<file path="src/rtl/hzb_pkg.sv">
package hzb_pkg;
  localparam int NU  = 4;
  localparam int IDW = $clog2(NU + 1);

  typedef logic [IDW-1:0] fu_id_t;

  typedef enum logic [1:0] {
    CLS_ADD  = 2'd0,
    CLS_MUL  = 2'd1,
    CLS_DIV  = 2'd2,
    CLS_NONE = 2'd3
  } op_cls_t;

  localparam op_cls_t UNIT_CLS [NU] = '{CLS_ADD, CLS_MUL, CLS_MUL, CLS_DIV};

  function automatic fu_id_t unit_id(input int u);
    return fu_id_t'(u + 1);
  endfunction
endpackage

</file>
<file path="src/rtl/hzb_regtab.sv">
module hzb_regtab #(
  parameter int NREG = 8,
  parameter int RW   = $clog2(NREG)
) (
  input  logic                            clk,
  input  logic                            rst_n,
  input  logic                            set_en,
  input  logic [RW-1:0]                   set_reg,
  input  hzb_pkg::fu_id_t                 set_id,
  input  logic                            clr_en,
  input  logic [RW-1:0]                   clr_reg,
  input  hzb_pkg::fu_id_t                 clr_id,
  output logic [NREG-1:0][hzb_pkg::IDW-1:0] pend_id
);
  always_ff @(posedge clk) begin
    if (!rst_n) begin
      pend_id <= '0;
    end else begin
      if (clr_en) pend_id[clr_reg] <= '0;
      if (set_en) pend_id[set_reg] <= set_id;
    end
  end

  AST_SET_ONLY_FREE: assert property (@(posedge clk) disable iff (!rst_n)
    set_en |-> pend_id[set_reg] == '0);

  AST_CLEAR_BY_OWNER: assert property (@(posedge clk) disable iff (!rst_n)
    clr_en |-> pend_id[clr_reg] == clr_id);
endmodule

</file>
<file path="src/rtl/hzb_unit.sv">
module hzb_unit #(
  parameter int LAT = 2,
  parameter int RW  = 3,
  parameter int CW  = $clog2(LAT + 1)
) (
  input  logic            clk,
  input  logic            rst_n,
  input  logic            issue,
  input  logic [RW-1:0]   iss_fi,
  input  logic [RW-1:0]   iss_fj,
  input  logic [RW-1:0]   iss_fk,
  input  hzb_pkg::fu_id_t iss_qj,
  input  hzb_pkg::fu_id_t iss_qk,
  input  hzb_pkg::fu_id_t bc_id,
  input  logic            wb_grant,
  output logic            busy,
  output logic [RW-1:0]   fi,
  output logic [RW-1:0]   fj,
  output logic [RW-1:0]   fk,
  output logic            rj,
  output logic            rk,
  output logic            rd_grant,
  output logic            ex_done,
  output logic            wb_req
);
  typedef enum logic [1:0] {PH_IDLE, PH_OPS, PH_EXEC, PH_WB} phase_t;

  phase_t          phase;
  logic [CW-1:0]   cnt;
  hzb_pkg::fu_id_t qj, qk;

  assign busy     = (phase != PH_IDLE);
  assign rd_grant = (phase == PH_OPS) && rj && rk;
  assign ex_done  = (phase == PH_EXEC) && (cnt == '0);
  assign wb_req   = (phase == PH_WB);

  always_ff @(posedge clk) begin
    if (!rst_n) begin
      phase <= PH_IDLE;
      cnt   <= '0;
      fi    <= '0;
      fj    <= '0;
      fk    <= '0;
      qj    <= '0;
      qk    <= '0;
      rj    <= 1'b0;
      rk    <= 1'b0;
    end else if (issue) begin
      phase <= PH_OPS;
      fi    <= iss_fi;
      fj    <= iss_fj;
      fk    <= iss_fk;
      qj    <= iss_qj;
      qk    <= iss_qk;
      rj    <= (iss_qj == '0);
      rk    <= (iss_qk == '0);
    end else begin
      unique case (phase)
        PH_OPS: begin
          if (rd_grant) begin
            rj    <= 1'b0;
            rk    <= 1'b0;
            cnt   <= CW'(LAT - 1);
            phase <= PH_EXEC;
          end else begin
            if (qj != '0 && qj == bc_id) begin
              rj <= 1'b1;
              qj <= '0;
            end
            if (qk != '0 && qk == bc_id) begin
              rk <= 1'b1;
              qk <= '0;
            end
          end
        end
        PH_EXEC: begin
          if (cnt == '0) phase <= PH_WB;
          else           cnt   <= cnt - 1'b1;
        end
        PH_WB:   if (wb_grant) phase <= PH_IDLE;
        default: ;
      endcase
    end
  end

  AST_ISSUE_TO_FREE: assert property (@(posedge clk) disable iff (!rst_n)
    issue |-> phase == PH_IDLE);

  AST_SINGLE_READ: assert property (@(posedge clk) disable iff (!rst_n)
    rd_grant |=> !rd_grant);

  AST_GRANT_AFTER_DONE: assert property (@(posedge clk) disable iff (!rst_n)
    wb_grant |-> phase == PH_WB);
endmodule

</file>
<file path="src/rtl/hzb_wb_arb.sv">
module hzb_wb_arb #(
  parameter int N = 4
) (
  input  logic         clk,
  input  logic         rst_n,
  input  logic [N-1:0] req,
  output logic [N-1:0] grant
);
  always_comb begin
    grant = '0;
    for (int i = 0; i < N; i++) begin
      if (req[i] && grant == '0) grant[i] = 1'b1;
    end
  end

  AST_WB_ONEHOT: assert property (@(posedge clk) disable iff (!rst_n)
    $onehot0(grant));

  AST_WB_ONLY_REQ: assert property (@(posedge clk) disable iff (!rst_n)
    (grant & ~req) == '0);
endmodule

</file>
<file path="src/rtl/fpu_hazard_board.sv">
module fpu_hazard_board #(
  parameter int NREG    = 8,
  parameter int LAT_ADD = 2,
  parameter int LAT_MUL = 10,
  parameter int LAT_DIV = 40
) (
  input  logic                    clk,
  input  logic                    rst_n,
  input  logic                    in_valid,
  output logic                    in_ready,
  input  logic [1:0]              in_cls,
  input  logic [$clog2(NREG)-1:0] in_dst,
  input  logic [$clog2(NREG)-1:0] in_src1,
  input  logic [$clog2(NREG)-1:0] in_src2,
  output logic                    issue_stall,
  output logic [hzb_pkg::NU-1:0]  rd_grant,
  output logic [hzb_pkg::NU-1:0]  ex_done,
  output logic [hzb_pkg::NU-1:0]  wb_en,
  output logic [hzb_pkg::NU-1:0]  fu_busy,
  output logic [NREG-1:0]         reg_pend
);
  import hzb_pkg::*;

  localparam int RW   = $clog2(NREG);
  localparam int LMAX = (LAT_DIV > LAT_MUL) ? ((LAT_DIV > LAT_ADD) ? LAT_DIV : LAT_ADD)
                                            : ((LAT_MUL > LAT_ADD) ? LAT_MUL : LAT_ADD);
  localparam int CW   = $clog2(LMAX + 1);

  logic [NREG-1:0][IDW-1:0] pend_id;
  logic [NU-1:0][RW-1:0]    fi_a, fj_a, fk_a;
  logic [NU-1:0]            rj_a, rk_a, wb_req, war_ok, sel, issue_u;
  logic                     found, issue_fire, waw;
  fu_id_t                   sel_id, bc_id, qj_raw, qk_raw, iss_qj, iss_qk;
  logic [RW-1:0]            wb_reg;

  // unit selection: lowest free unit of the offered class
  always_comb begin
    sel    = '0;
    found  = 1'b0;
    sel_id = '0;
    for (int u = 0; u < NU; u++) begin
      if (!found && UNIT_CLS[u] == op_cls_t'(in_cls) && !fu_busy[u]) begin
        sel[u] = 1'b1;
        found  = 1'b1;
        sel_id = unit_id(u);
      end
    end
  end

  assign waw         = (pend_id[in_dst] != '0);
  assign in_ready    = found && !waw;
  assign issue_stall = in_valid && !in_ready;
  assign issue_fire  = in_valid && in_ready;
  assign issue_u     = issue_fire ? sel : '0;

  // write-back broadcast
  always_comb begin
    bc_id  = '0;
    wb_reg = '0;
    for (int u = 0; u < NU; u++) begin
      if (wb_en[u]) begin
        bc_id  = unit_id(u);
        wb_reg = fi_a[u];
      end
    end
  end

  // producer lookup with same-cycle write-back taken as ready
  assign qj_raw = pend_id[in_src1];
  assign qk_raw = pend_id[in_src2];
  assign iss_qj = (qj_raw == bc_id) ? '0 : qj_raw;
  assign iss_qk = (qk_raw == bc_id) ? '0 : qk_raw;

  // WAR check: no other unit holds an unread ready copy of our destination
  always_comb begin
    war_ok = '1;
    for (int u = 0; u < NU; u++) begin
      for (int f = 0; f < NU; f++) begin
        if (f != u && ((fj_a[f] == fi_a[u] && rj_a[f]) || (fk_a[f] == fi_a[u] && rk_a[f])))
          war_ok[u] = 1'b0;
      end
    end
  end

  hzb_wb_arb #(.N(NU)) u_arb (
    .clk   (clk),
    .rst_n (rst_n),
    .req   (wb_req & war_ok),
    .grant (wb_en)
  );

  hzb_regtab #(.NREG(NREG), .RW(RW)) u_regtab (
    .clk     (clk),
    .rst_n   (rst_n),
    .set_en  (issue_fire),
    .set_reg (in_dst),
    .set_id  (sel_id),
    .clr_en  (|wb_en),
    .clr_reg (wb_reg),
    .clr_id  (bc_id),
    .pend_id (pend_id)
  );

  for (genvar g = 0; g < NU; g++) begin : g_unit
    localparam int LU = (UNIT_CLS[g] == CLS_ADD) ? LAT_ADD :
                        (UNIT_CLS[g] == CLS_MUL) ? LAT_MUL : LAT_DIV;
    hzb_unit #(.LAT(LU), .RW(RW), .CW(CW)) u_fu (
      .clk      (clk),
      .rst_n    (rst_n),
      .issue    (issue_u[g]),
      .iss_fi   (in_dst),
      .iss_fj   (in_src1),
      .iss_fk   (in_src2),
      .iss_qj   (iss_qj),
      .iss_qk   (iss_qk),
      .bc_id    (bc_id),
      .wb_grant (wb_en[g]),
      .busy     (fu_busy[g]),
      .fi       (fi_a[g]),
      .fj       (fj_a[g]),
      .fk       (fk_a[g]),
      .rj       (rj_a[g]),
      .rk       (rk_a[g]),
      .rd_grant (rd_grant[g]),
      .ex_done  (ex_done[g]),
      .wb_req   (wb_req[g])
    );
  end

  for (genvar r = 0; r < NREG; r++) begin : g_pend
    assign reg_pend[r] = (pend_id[r] != '0);
  end

  AST_ACCEPT_ONE: assert property (@(posedge clk) disable iff (!rst_n)
    $onehot0(issue_u));
endmodule

</file>
<file path="config.mk">
export PLATFORM = sky130hd
export DESIGN_NAME = fpu_hazard_board
export DESIGN_NICKNAME = d
export VERILOG_FILES = /design/src/rtl/hzb_pkg.sv /design/src/rtl/hzb_regtab.sv /design/src/rtl/hzb_unit.sv /design/src/rtl/hzb_wb_arb.sv /design/src/rtl/fpu_hazard_board.sv
export SDC_FILE = /design/constraint.sdc
export NUM_CORES = 1
export LEC_CHECK = 0
export BUFFER_PORTS_ARGS = -buffer_cell sky130_fd_sc_hd__buf_2
export CORE_ASPECT_RATIO = 0.7
export CORE_UTILIZATION = 50
export DETAILED_ROUTE_END_ITERATION = 10
export PLACE_DENSITY = 0.74
export SYNTH_ARGS = -nofsm -noshare
export SYNTH_HDL_FRONTEND = slang
export SYNTH_SLANG_ARGS = --single-unit
</file>
<file path="constraint.sdc">
create_clock -name clk -period 7.2 [get_ports clk]
set_input_delay 1.44 -clock clk [delete_from_list [all_inputs] [get_ports clk]]
set_output_delay 1.44 -clock clk [all_outputs]
set_load 0.01 [all_outputs]
</file>
==> results of run 1 <==
==> stage by stage <==
stage                     hold WS [ns]  worst slack, ns  cell area [sq um]
after floorplan                  0.444             3.13               7880
after global placement           0.459             2.72               7960
after detailed placement         0.470             2.61               7960
after CTS                        0.491             2.78               8550
after global routing             0.524             2.67               8550
final                            0.490             2.75               8550
==> path summary, 6_finish.rpt <==
path | start | to | depth (start not counted)
worst max-delay path | g_unit[0].u_fu.fi[1]$_SDFFE_PN0P_ | wb_en[2] | 8
worst min-delay path | g_unit[2].u_fu.cnt[4]$_SDFFE_PN0P_ | g_unit[2].u_fu.cnt[4]$_SDFFE_PN0P_ | 2
worst max register to register | g_unit[0].u_fu.fi[1]$_SDFFE_PN0P_ | g_unit[1].u_fu.qj[0]$_SDFFE_PN0P_ | 11
worst min register to register | g_unit[2].u_fu.cnt[4]$_SDFFE_PN0P_ | g_unit[2].u_fu.cnt[4]$_SDFFE_PN0P_ | 2
==> cells by family (layout without fill, tap and decap cells) <==
logic type	count (synthesis)	count (layout)
mux	31	31
fa+ha+maj	28	28
simple gates	370	370
compound gates	198	198
buf+inv	118	126
flops	124	124
xor+xnor	94	94
==> Yosys cell counts, drive strengths merged, types with 5 or more instances <==
| library cell | count | share of area [%] |
|---|---|---|
| or2 | 6 | 0.51 |
| buf | 42 | 3.7 |
| nand3b | 10 | 0.95 |
| a21boi | 5 | 0.52 |
| o2bb2ai | 6 | 0.75 |
| nand4 | 33 | 2.7 |
| mux2 | 6 | 0.86 |
| and3 | 6 | 0.48 |
| nand2 | 125 | 6.0 |
| and2 | 6 | 0.48 |
| a21o | 5 | 0.48 |
| a21oi | 55 | 3.6 |
| dfxtp | 124 | 32 |
| nor2b | 12 | 0.95 |
| clkbuf | 26 | 1.2 |
| nor3 | 28 | 2.0 |
| ha | 28 | 4.4 |
| mux2i | 13 | 1.7 |
| a211oi | 11 | 1.1 |
| nor4 | 6 | 0.48 |
| nand2b | 5 | 0.40 |
| nor3b | 9 | 0.86 |
| a32o | 7 | 0.89 |
| a311oi | 6 | 0.67 |
| inv | 49 | 2.3 |
| mux4 | 12 | 3.4 |
| o31ai | 6 | 0.57 |
| o21ai | 29 | 1.8 |
| o22ai | 27 | 2.1 |
| xor2 | 13 | 1.4 |
| nand3 | 33 | 2.1 |
| xnor2 | 81 | 9.0 |
| nor2 | 77 | 3.7 |
==> flip-flops by register name, summed over array words and instances, names as in the netlist <==
name               count
g_unit.u_fu.phase      8
g_unit.u_fu.cnt       24
g_unit.u_fu.rj         4
g_unit.u_fu.fj        12
g_unit.u_fu.qj        12
g_unit.u_fu.rk         4
g_unit.u_fu.fk        12
g_unit.u_fu.qk        12
g_unit.u_fu.fi        12
u_regtab.pend_id      24
==> critical path, stage by stage, from the launching register on <==
cell      delay (ns)
dfxtp_1         0.66
xnor2_1         0.18
nand4_1         0.16
nand4_1         0.13
or2_2           0.10
buf_4           0.25
clkinv_4        0.22
nor3_2          0.61
buf_2           0.26
==> cell type report <==
class | instances | area (sq um) | area share (%)
multi-input cells | 721 | 4810 | 56.2
flip-flops and latches | 124 | 2480 | 29.0
clock buffers | 17 | 425 | 4.97
well taps | 195 | 244 | 2.85
repair buffers | 44 | 233 | 2.72
inverters | 50 | 193 | 2.25
clock inverters | 15 | 165 | 1.93
==> power groups by stage <==
| stage | clock [mW] | combinational [mW] | sequential [mW] |
|---|---|---|---|
| floorplan | 0 | 0.597 | 0.815 |
| global placement | 0 | 0.708 | 0.844 |
| detailed placement | 0 | 0.718 | 0.845 |
| CTS | 0.859 | 0.723 | 0.832 |
| global route | 0.891 | 0.812 | 0.847 |
| finish | 0.855 | 0.736 | 0.834 |
==> layer usage <==
layer / global-route usage [%] / vias to the layer above / wire length (um)
met3: 10.3 / 40 / 2930
met4: 10.3 / 0 / 457
li1: - / 3389 / -
met1: 39.7 / 3339 / 10200
met5: 0 / - / 0
met2: 40.0 / 396 / 8940
==> metrics.cfg, run 1 <==
[finish]
utilization_pct=56.8
layout.cells.non_filler=1166
num-nets-final=1000
final_common_cell=nand2_1
antenna_cells=0
layout_common_cells=125 x nand2_1, 124 x dfxtp_1, 81 x xnor2_1
drive_gt1_share_pct=11.6
area_growth_pct=8.58
fill_cells=1346

[timing]
finClkSkew_ns=0.00888
finalCritPeriodShare_pct=61.8
max-slew-margin-rel_pct=31.7
rsz0062_at_grt=no
setup_viol=0
tightest_slew_ns=1.02
period_minus_slack_ns=4.45
slew_violations=0
tns_ns=0
max_freq_mhz=225
hold_viol=0

[synthesis]
ys.flop_type=dfxtp_1
synth_xor_xnor_area_share_pct=10.5
synth_seq_cells=124
synthArstFlopShare_pct=0
synth-compound-area-share_pct=17.2
synthCells=963
synthSimpleGateAreaFrac_pct=23.0
synth_edf_count=0
ys_types=75
syn-num-nets=1005
synth_top_family_by_area=simple AND/OR/NAND/NOR gates
yosysSeqAreaShare_pct=31.5
syn_area_sq_um=7880
avgSynthCellArea_sq_um=8.18
muxShareOfSynthArea_pct=5.94
yosys_warnings=0
synth_fa_ha_area_share_pct=4.45

[detailed_routing]
drt_iter0_markers=819
drt-total-wl_um=22600
remaining_drc_errors=11
wl_per_cell_um=19.4
vias_per_cell=6.14
vias=7164
final_antenna_net_count=0
dr.pass1.iters=8

[placement]
portBuffers=39
dpl.cell_count=1134
place_congestion=0.951
dp_hpwl_um=16000

[power]
p_clk_share_pct=35.3
p_total_mw=2.42
seqPwrFrac_pct=34.4
p_int_mw=1.55
switching_share_pct=36.1
power_frac_comb_pct=30.3
p_sw_mw=0.876
vdd_ir_drop_max_v=0.000139
p_leak_nw=3.16
power-per-cell-area_nw_per_um2=283

[grt]
grt_antenna_before_repair=0
grt_usage_pct=28.5
grt_pass1_wl_um=35900
grt_overflow=0
grt_pass1_vias=6615
grt_max_degree=61

[setup_path]
ff2ff_setup_slack_ns=3.57
critPathKind=flip-flop to output port
crit_path_start_kind=flip-flop
cp-end-kind=output port
crit_required_ns=5.76
crit_arrival_ns=3.01
cp_max_fo=17

[cts]
cts_resized=0
clkLatencyLatePin_ns=0.42
cts-root-buf=clkbuf_16
cts_hold_buf=0
cts.sinks=124
cts_buffer_depth=2
cts_buffers=17
path_clk_slew_ns=0.06
htree_levels=4
post-cts-setup-buffers=0
cts_tree=built

[floorplan]
die_y_um=107
pin_count=40
core_area_sq_um=15000
chipWidth_um=152
fp.dieArea_sq_um=16300
rows=37
start_util_pct=52.3

[outcome]
status=finished with violations
violations=design-rule violations

[job]
cap_violations=0

[hold_path]
hold_class=flip-flop to flip-flop

(Power assumes the default switching activity.)
==> run 2, diff against run 1 <==
--- a/config.mk
+++ b/config.mk
@@ -5,6 +5,7 @@
 export SDC_FILE = /design/constraint.sdc
 export NUM_CORES = 1
 export LEC_CHECK = 0
+export ABC_AREA = 1
 export BUFFER_PORTS_ARGS = -buffer_cell sky130_fd_sc_hd__buf_2
 export CORE_ASPECT_RATIO = 0.7
 export CORE_UTILIZATION = 50
==> constraint.sdc (replaced) <==
create_clock -name clk -period 4.3 [get_ports clk]
set_input_delay 0.86 -clock clk [delete_from_list [all_inputs] [get_ports clk]]
set_output_delay 0.86 -clock clk [all_outputs]
set_load 0.01 [all_outputs]
==> run 2 against run 1 <==
  * Synthesized cell count increased by 52%
  * Sequential power increased by 73%
  * Synthesized area grew 11%
  * Die area is 11% higher
  * The flow now finishes without violations
  * Combinational power is 130% higher
  * Setup slack worse by 2.0 ns
  * Largest power group is now combinational logic
  * Critical path type unchanged
==> metrics.cfg, run 2 <==
[outcome]
status=finished, final reports clean  ; was finished with violations

[power]
p_clk_share_pct=31.5  ; was 35.3%
power-per-cell-area_nw_per_um2=480  ; was 283 nW/um^2
p_int_mw=2.68  ; was 1.55 mW
power_frac_comb_pct=36.6  ; was 30.3%
switching_share_pct=41.0  ; was 36.1%
p_sw_mw=1.86  ; was 0.876 mW
vdd_ir_drop_max_v=0.000314  ; was 0.000139 V
p_leak_nw=4.31  ; was 3.16 nW
seqPwrFrac_pct=31.8  ; was 34.4%

[timing]
max_freq_mhz=283
period_minus_slack_ns=3.54
rsz0062_at_grt=no  ; unchanged
finClkSkew_ns=0.0127  ; was 0.00888 ns
tightest_slew_ns=0.966  ; was 1.02 ns
max-slew-margin-rel_pct=35.6  ; was 31.7%
tns_ns=0  ; unchanged
setup_viol=0  ; unchanged
hold_viol=0  ; unchanged
finalCritPeriodShare_pct=82.3
layout_setup_ws_ns=0.761  ; was 2.75 ns
slew_violations=0  ; unchanged

[setup_path]
crit_arrival_ns=2.68  ; was 3.01 ns
cp_max_fo=12  ; was 17
crit_path_start_kind=flip-flop  ; unchanged
setup.worst_path.start=g_unit[1].u_fu.fi[1]$_SDFFE_PN0P_  ; was g_unit[0].u_fu.fi[1]$_SDFFE_PN0P_
cp-end-kind=output port  ; unchanged
r2r_end=g_unit[2].u_fu.phase[0]$_SDFFE_PN0P_  ; was g_unit[1].u_fu.qj[0]$_SDFFE_PN0P_
critPathKind=flip-flop to output port  ; unchanged
reg2reg_from=g_unit[2].u_fu.phase[0]$_SDFFE_PN0P_  ; was g_unit[0].u_fu.fi[1]$_SDFFE_PN0P_
reg2reg_depth=11  ; unchanged
endpoint=wb_en[2]  ; unchanged
ff2ff_setup_slack_ns=0.93  ; was 3.57 ns
crit_required_ns=3.44  ; was 5.76 ns

[cts]
cts.sinks=124  ; unchanged
cts_buffer_depth=2  ; unchanged
path_clk_slew_ns=0.07  ; was 0.06 ns
cts_hold_buf=0  ; unchanged
post-cts-setup-buffers=0  ; unchanged
htree_levels=4  ; unchanged
cts-root-buf=clkbuf_16  ; unchanged
cts_resized=0  ; unchanged
clkLatencyLatePin_ns=0.44  ; was 0.42 ns
cts_tree=built  ; unchanged
cts_buffers=17  ; unchanged

[synthesis]
synthSimpleGateAreaFrac_pct=39.5  ; was 23.0%
synth-compound-area-share_pct=15.3  ; was 17.2%
ys.flop_type=dfxtp_1  ; unchanged
yosysMostFrequentCell=nand2_1  ; unchanged
synth_seq_cells=124  ; unchanged
synth_area_leaders=dfxtp_1 28%, nand2_1 22%, a21oi_1 8.6%  ; was dfxtp_1 32%, xnor2_1 9.0%, nand2_1 6.0%
yosys_warnings=0  ; unchanged
yosysTopAreaCellShare_pct=28.3  ; was 31.5%
synth_commonest_cells=525 x nand2_1, 150 x a21oi_1, 147 x inv_1, 140 x nor2_1, 124 x dfxtp_1  ; was 125 x nand2_1, 124 x dfxtp_1, 81 x xnor2_1, 76 x nor2_1, 54 x a21oi_1
synth_xor_xnor_area_share_pct=1.10  ; was 10.5%
synthArstFlopShare_pct=0  ; unchanged
synth_top_family_by_area=simple AND/OR/NAND/NOR gates  ; unchanged
yosysSeqAreaShare_pct=28.3  ; was 31.5%
synth_edf_count=0  ; unchanged
synth_fa_ha_area_share_pct=3.99  ; was 4.45%
syn_area_sq_um=8770  ; was 7880 sq um
muxShareOfSynthArea_pct=0  ; was 5.94%
avgSynthCellArea_sq_um=5.99  ; was 8.18 sq um
syn-num-nets=1507  ; was 1005
ys_types=49  ; was 75
synthCells=1465  ; was 963
synthDominantAreaCellType=dfxtp_1  ; unchanged

[finish]
area_growth_pct=7.92  ; was 8.58%
final_common_cell=nand2_1  ; unchanged
postLayoutCellArea_sq_um=9470  ; was 8550 sq um
num-nets-final=1506  ; was 1000
drive_gt1_share_pct=9.28  ; was 11.6%
antenna_cells=0  ; unchanged
utilization_pct=55.2  ; was 56.8%
reg_top3=g_unit.u_fu.cnt (24), u_regtab.pend_id (24)  ; unchanged
layout.cells.non_filler=1708  ; was 1166
layout_common_cells=525 x nand2_1, 150 x a21oi_1, 146 x inv_1  ; was 125 x nand2_1, 124 x dfxtp_1, 81 x xnor2_1

[placement]
post_dp_cell_area_sq_um=8890  ; was 7960 sq um
place_congestion=0.988  ; was 0.951
post-place-ws_ns=0.647  ; was 2.61 ns
dpl.cell_count=1676  ; was 1134
dp_hpwl_um=19000  ; was 16000 um
portBuffers=39  ; unchanged

[floorplan]
fp.dieArea_sq_um=18100  ; was 16300 sq um
die_y_um=113  ; was 107 um
rows=40  ; was 37
chipWidth_um=160  ; was 152 um
core_area_sq_um=17200  ; was 15000 sq um
start_util_pct=51.1  ; was 52.3%
pin_count=40  ; unchanged

[job]
cap_violations=0  ; unchanged

[detailed_routing]
vias=9149  ; was 7164
final_antenna_net_count=0  ; unchanged
drt-total-wl_um=26000  ; was 22600 um
remaining_drc_errors=0  ; was 11
dr.pass1.iters=7  ; was 8
wl_per_cell_um=15.2  ; was 19.4 um
drt_iter0_markers=1068  ; was 819
vias_per_cell=5.36  ; was 6.14

[grt]
grt_pass1_wl_um=41600  ; was 35900 um
grt_antenna_before_repair=0  ; unchanged
grt_max_degree=57  ; was 61
grt_usage_pct=29.3  ; was 28.5%
grt_pass1_vias=7957  ; was 6615
grt_overflow=0  ; unchanged

[hold_path]
hold_class=flip-flop to flip-flop  ; unchanged

run 2: worst max-delay path, stage by stage (launching register included):
cell and delay, ns:
dfxtp_1 0.67, inv_1 0.17, nand2_1 0.12, o211ai_1 0.09, nor2_1 0.20, nor2_2 0.11
nand2_2 0.14, nand2_2 0.23, nor2_2 0.32, buf_2 0.20
run 2: power by group through the flow:
stage | combinational, mW | sequential (mW) | clock [mW]
after global placement | 1.61 | 1.46 | 0
after floorplan | 1.37 | 1.40 | 0
after global routing | 1.88 | 1.46 | 1.50
after CTS | 1.64 | 1.44 | 1.45
after detailed placement | 1.63 | 1.46 | 0
final | 1.66 | 1.44 | 1.43
run 2: worst min-delay path by stage:
stage	depth (start not counted)	end	slack [ns]	startpoint
2_1_floorplan	2	u_regtab.pend_id[18]$_SDFF_PN0_	0.44	u_regtab.pend_id[18]$_SDFF_PN0_
3_3_place_gp	2	u_regtab.pend_id[18]$_SDFF_PN0_	0.45	u_regtab.pend_id[18]$_SDFF_PN0_
3_5_place_dp	2	u_regtab.pend_id[18]$_SDFF_PN0_	0.45	u_regtab.pend_id[18]$_SDFF_PN0_
4_1_cts	2	u_regtab.pend_id[18]$_SDFF_PN0_	0.47	u_regtab.pend_id[18]$_SDFF_PN0_
5_1_grt	2	g_unit[0].u_fu.qj[1]$_SDFFE_PN0P_	0.49	g_unit[0].u_fu.qj[1]$_SDFFE_PN0P_
6_report	2	u_regtab.pend_id[18]$_SDFF_PN0_	0.46	u_regtab.pend_id[18]$_SDFF_PN0_
run 2: area by class of cell:
cell class,instances,area (sq um)
Clock buffer,17,425
Clock inverter,15,154
Fill cell,1685,7700
Inverter,165,626
Multi-Input combinational cell,1111,5250
Sequential cell,124,2480
Tap cell,231,289
Timing Repair Buffer,45,240
run 2: logic make-up (layout without fill, tap and decap cells):
kind of cell	Yosys count	after routing
compound gates	252	252
fa+ha+maj	28	28
buf+inv	230	242
xor+xnor	11	11
simple gates	820	820
flops	124	124
run 2: stage by stage:
stage	power, mW	hold slack (ns)
2_1_floorplan	2.77	0.439
3_3_place_gp	3.07	0.449
3_5_place_dp	3.09	0.454
4_1_cts	4.53	0.465
5_1_grt	4.84	0.491
6_report	4.54	0.462
run 2: per-layer routing:
metal / global-route usage, % / vias to the layer above / share of wire [%]
li1: - / 4624 / -
met2: 40.4 / 436 / 39
met4: 7.49 / 0 / 1.2
met1: 44.2 / 4053 / 48
met5: 0 / - / 0
met3: 7.51 / 36 / 12
==> run 3, diff against run 2 <==
--- a/config.mk
+++ b/config.mk
@@ -10,7 +10,7 @@
 export CORE_ASPECT_RATIO = 0.7
 export CORE_UTILIZATION = 50
 export DETAILED_ROUTE_END_ITERATION = 10
-export PLACE_DENSITY = 0.74
+export PLACE_DENSITY = 0.77
 export SYNTH_ARGS = -nofsm -noshare
 export SYNTH_HDL_FRONTEND = slang
 export SYNTH_SLANG_ARGS = --single-unit
==> constraint.sdc (replaced) <==
create_clock -name clk -period 3 [get_ports clk]
set_input_delay 0.6 -clock clk [delete_from_list [all_inputs] [get_ports clk]]
set_output_delay 0.6 -clock clk [all_outputs]
set_load 0.01 [all_outputs]
==> run 3 against run 2 <==
  * Setup slack lost 0.70 ns
  * First-iteration DRC count grew 3.1%
  * Utilization up 1.5 points
  * Global-route usage grew 0.79 points
  * Wire length grew 2.7%
  * Clock skew is 0.0045 ns higher
  * Cell area rose by 2.8%
  * Largest power group unchanged
==> metrics.cfg, run 3 (synthesized netlist as in run 2, its figures left out) <==
[finish]
num-nets-final=1533  ; was 1506
layout_common_cells=525 x nand2_1, 150 x a21oi_1, 143 x inv_1  ; was 525 x nand2_1, 150 x a21oi_1, 146 x inv_1
layout.cells.non_filler=1735  ; was 1708
postLayoutCellArea_sq_um=9730  ; was 9470 sq um
reg_top3=g_unit.u_fu.cnt (24), u_regtab.pend_id (24)  ; unchanged
drive_gt1_share_pct=11.6  ; was 9.28%
final_common_cell=nand2_1  ; unchanged
area_growth_pct=10.9  ; was 7.92%
utilization_pct=56.7  ; was 55.2%
fill_cells=1677  ; was 1685
antenna_cells=0  ; unchanged

[timing]
max_freq_mhz=340
finClkSkew_ns=0.0172  ; was 0.0127 ns
setup_viol=0  ; unchanged
max-slew-margin-rel_pct=48.1  ; was 35.6%
tightest_slew_ns=0.779  ; was 0.966 ns
rsz0062_at_grt=yes  ; was no
finalCritPeriodShare_pct=98.0
fin_hold_ws_ns=0.464  ; was 0.462 ns
layout_setup_ws_ns=0.0608  ; was 0.761 ns
hold_viol=0  ; unchanged
slew_violations=0  ; unchanged
period_minus_slack_ns=2.94

[outcome]
status=finished, final reports clean  ; unchanged

[setup_path]
crit_arrival_ns=2.34  ; was 2.68 ns
crit_required_ns=2.40  ; was 3.44 ns
crit_path_start_kind=flip-flop  ; unchanged
critPathSlowestCell=dfxtp_1  ; unchanged
critPathKind=flip-flop to output port  ; unchanged
max_stage_delay_ns=0.41  ; was 0.67 ns
path_cells=buf_4 > nand2_1 > nand2_1 > nor2_1 > nand2_1 > nand2_1 > nor2_2 > nand2_2 > nand2_2 > nor2_4 > buf_4 > buf_2  ; was inv_1 > nand2_1 > o211ai_1 > nor2_1 > nor2_2 > nand2_2 > nand2_2 > nor2_2 > buf_2
cp-end-kind=output port  ; unchanged
cp_max_fo=8  ; was 12
crit_top_cell=nand2_1

[cts]
cts.sinks=124  ; unchanged
htree_levels=4  ; unchanged
cts-root-buf=clkbuf_16  ; unchanged
cts_tree=built  ; unchanged
path_clk_slew_ns=0.06  ; was 0.07 ns
cts_buffer_depth=2  ; unchanged
clkLatencyLatePin_ns=0.43  ; was 0.44 ns
post-cts-setup-buffers=0  ; unchanged
cts_buffers=17  ; unchanged

[floorplan]
chipWidth_um=160  ; unchanged
die_y_um=113  ; unchanged
pin_count=40  ; unchanged
rows=40  ; unchanged
fp.dieArea_sq_um=18100  ; unchanged
core_area_sq_um=17200  ; unchanged
start_util_pct=51.1  ; unchanged

[detailed_routing]
dr.pass1.iters=7  ; unchanged
highest_layer=met4  ; unchanged
wl_per_cell_um=15.4  ; was 15.2 um
wl_met3_um=2770  ; was 3000 um
vias=9458  ; was 9149
remaining_drc_errors=0  ; unchanged
drt-total-wl_um=26700  ; was 26000 um
drt_iter0_markers=1101  ; was 1068
vias_per_cell=5.45  ; was 5.36
drt-met1-wl_um=12300  ; was 12600 um
wl_met2_um=11100  ; was 10100 um
final_antenna_net_count=0  ; unchanged

[power]
power-per-cell-area_nw_per_um2=683  ; was 480 nW/um^2
p_leak_nw=4.47  ; was 4.31 nW
vdd_ir_drop_max_v=0.000535  ; was 0.000314 V

[placement]
post-place-ws_ns=-0.0648  ; was 0.647 ns
dpl.cell_count=1703  ; was 1676
portBuffers=39  ; unchanged
post_dp_cell_area_sq_um=9100  ; was 8890 sq um
dp_hpwl_um=19500  ; was 19000 um
place_congestion=0.965  ; was 0.988

[grt]
grt_overflow=0  ; unchanged
grt_usage_pct=30.0  ; was 29.3%
grt_pass1_wl_um=43100  ; was 41600 um
grt_antenna_before_repair=0  ; unchanged
grt_pass1_vias=8448  ; was 7957
grt_max_degree=68  ; was 57

[hold_path]
hold_class=flip-flop to flip-flop  ; unchanged

[job]
cap_violations=0  ; unchanged

run 3: changes by cell type in the layout (fill, tap and decap cells not counted), sizes merged:
cell / before / now
buf: 45 / 72
bufinv: 1 / 2
clkbuf: 17 / 20
clkinv: 9 / 11
clkinvlp: 3 / 4
inv: 167 / 160
run 3: per-layer routing:
layer	vias up	global-route usage, %
met3	53	5.68
met2	499	44.2
met4	0	11.0
met1	4231	43.3
li1	4675	-
met5	-	0
run 3: power by group:
part	switching (mW)	internal [mW]
Clock	0.812	1.27
Combinational	1.63	0.879
Sequential	0.203	1.85
run 3: worst paths after layout:
path                                        start                                  to  slack, ns  depth (start not counted)
max reg2reg  g_unit[1].u_fu.phase[1]$_SDFFE_PP0P_  g_unit[0].u_fu.cnt[5]$_SDFFE_PN0P_       0.21                         17
min reg2reg       u_regtab.pend_id[19]$_SDFF_PN0_     u_regtab.pend_id[19]$_SDFF_PN0_       0.46                          2
min               u_regtab.pend_id[19]$_SDFF_PN0_     u_regtab.pend_id[19]$_SDFF_PN0_       0.46                          2
max             g_unit[1].u_fu.fi[1]$_SDFFE_PN0P_                            wb_en[2]       0.06                         12
run 3: worst max-delay path: cells and delay by family, from the launching register on:
| family | cells | cell delay [ns] |
|---|---|---|
| simple gates | 9 | 0.99 |
| flops | 1 | 0.41 |
| buf+inv | 3 | 0.51 |
run 3: metrics by stage:
step / setup TNS, ns / total power [mW]
2_1_floorplan: 0 / 3.97
5_1_grt: -0.0735 / 7.08
3_5_place_dp: -0.302 / 4.52
6_report: 0 / 6.64
4_1_cts: 0 / 6.61
3_3_place_gp: -0.00961 / 4.46
run 3: timing repair:
action | in CTS | in global routing
hold buffers | 0 | 0
cloned | 0 | 0
resized for setup | 4 | 10
endpoints found under the setup margin | 4 | 3
run 3: area by class of cell:
| class | count | area (sq um) | share of cell area, % |
|---|---|---|---|
| Timing Repair Buffer | 72 | 455 | 4.68 |
| Clock buffer | 20 | 457 | 4.69 |
| Sequential cell | 124 | 2490 | 25.6 |
| Multi-Input combinational cell | 1111 | 5270 | 54.2 |
| Clock inverter | 12 | 139 | 1.43 |
| Tap cell | 231 | 289 | 2.97 |
| Inverter | 165 | 629 | 6.47 |
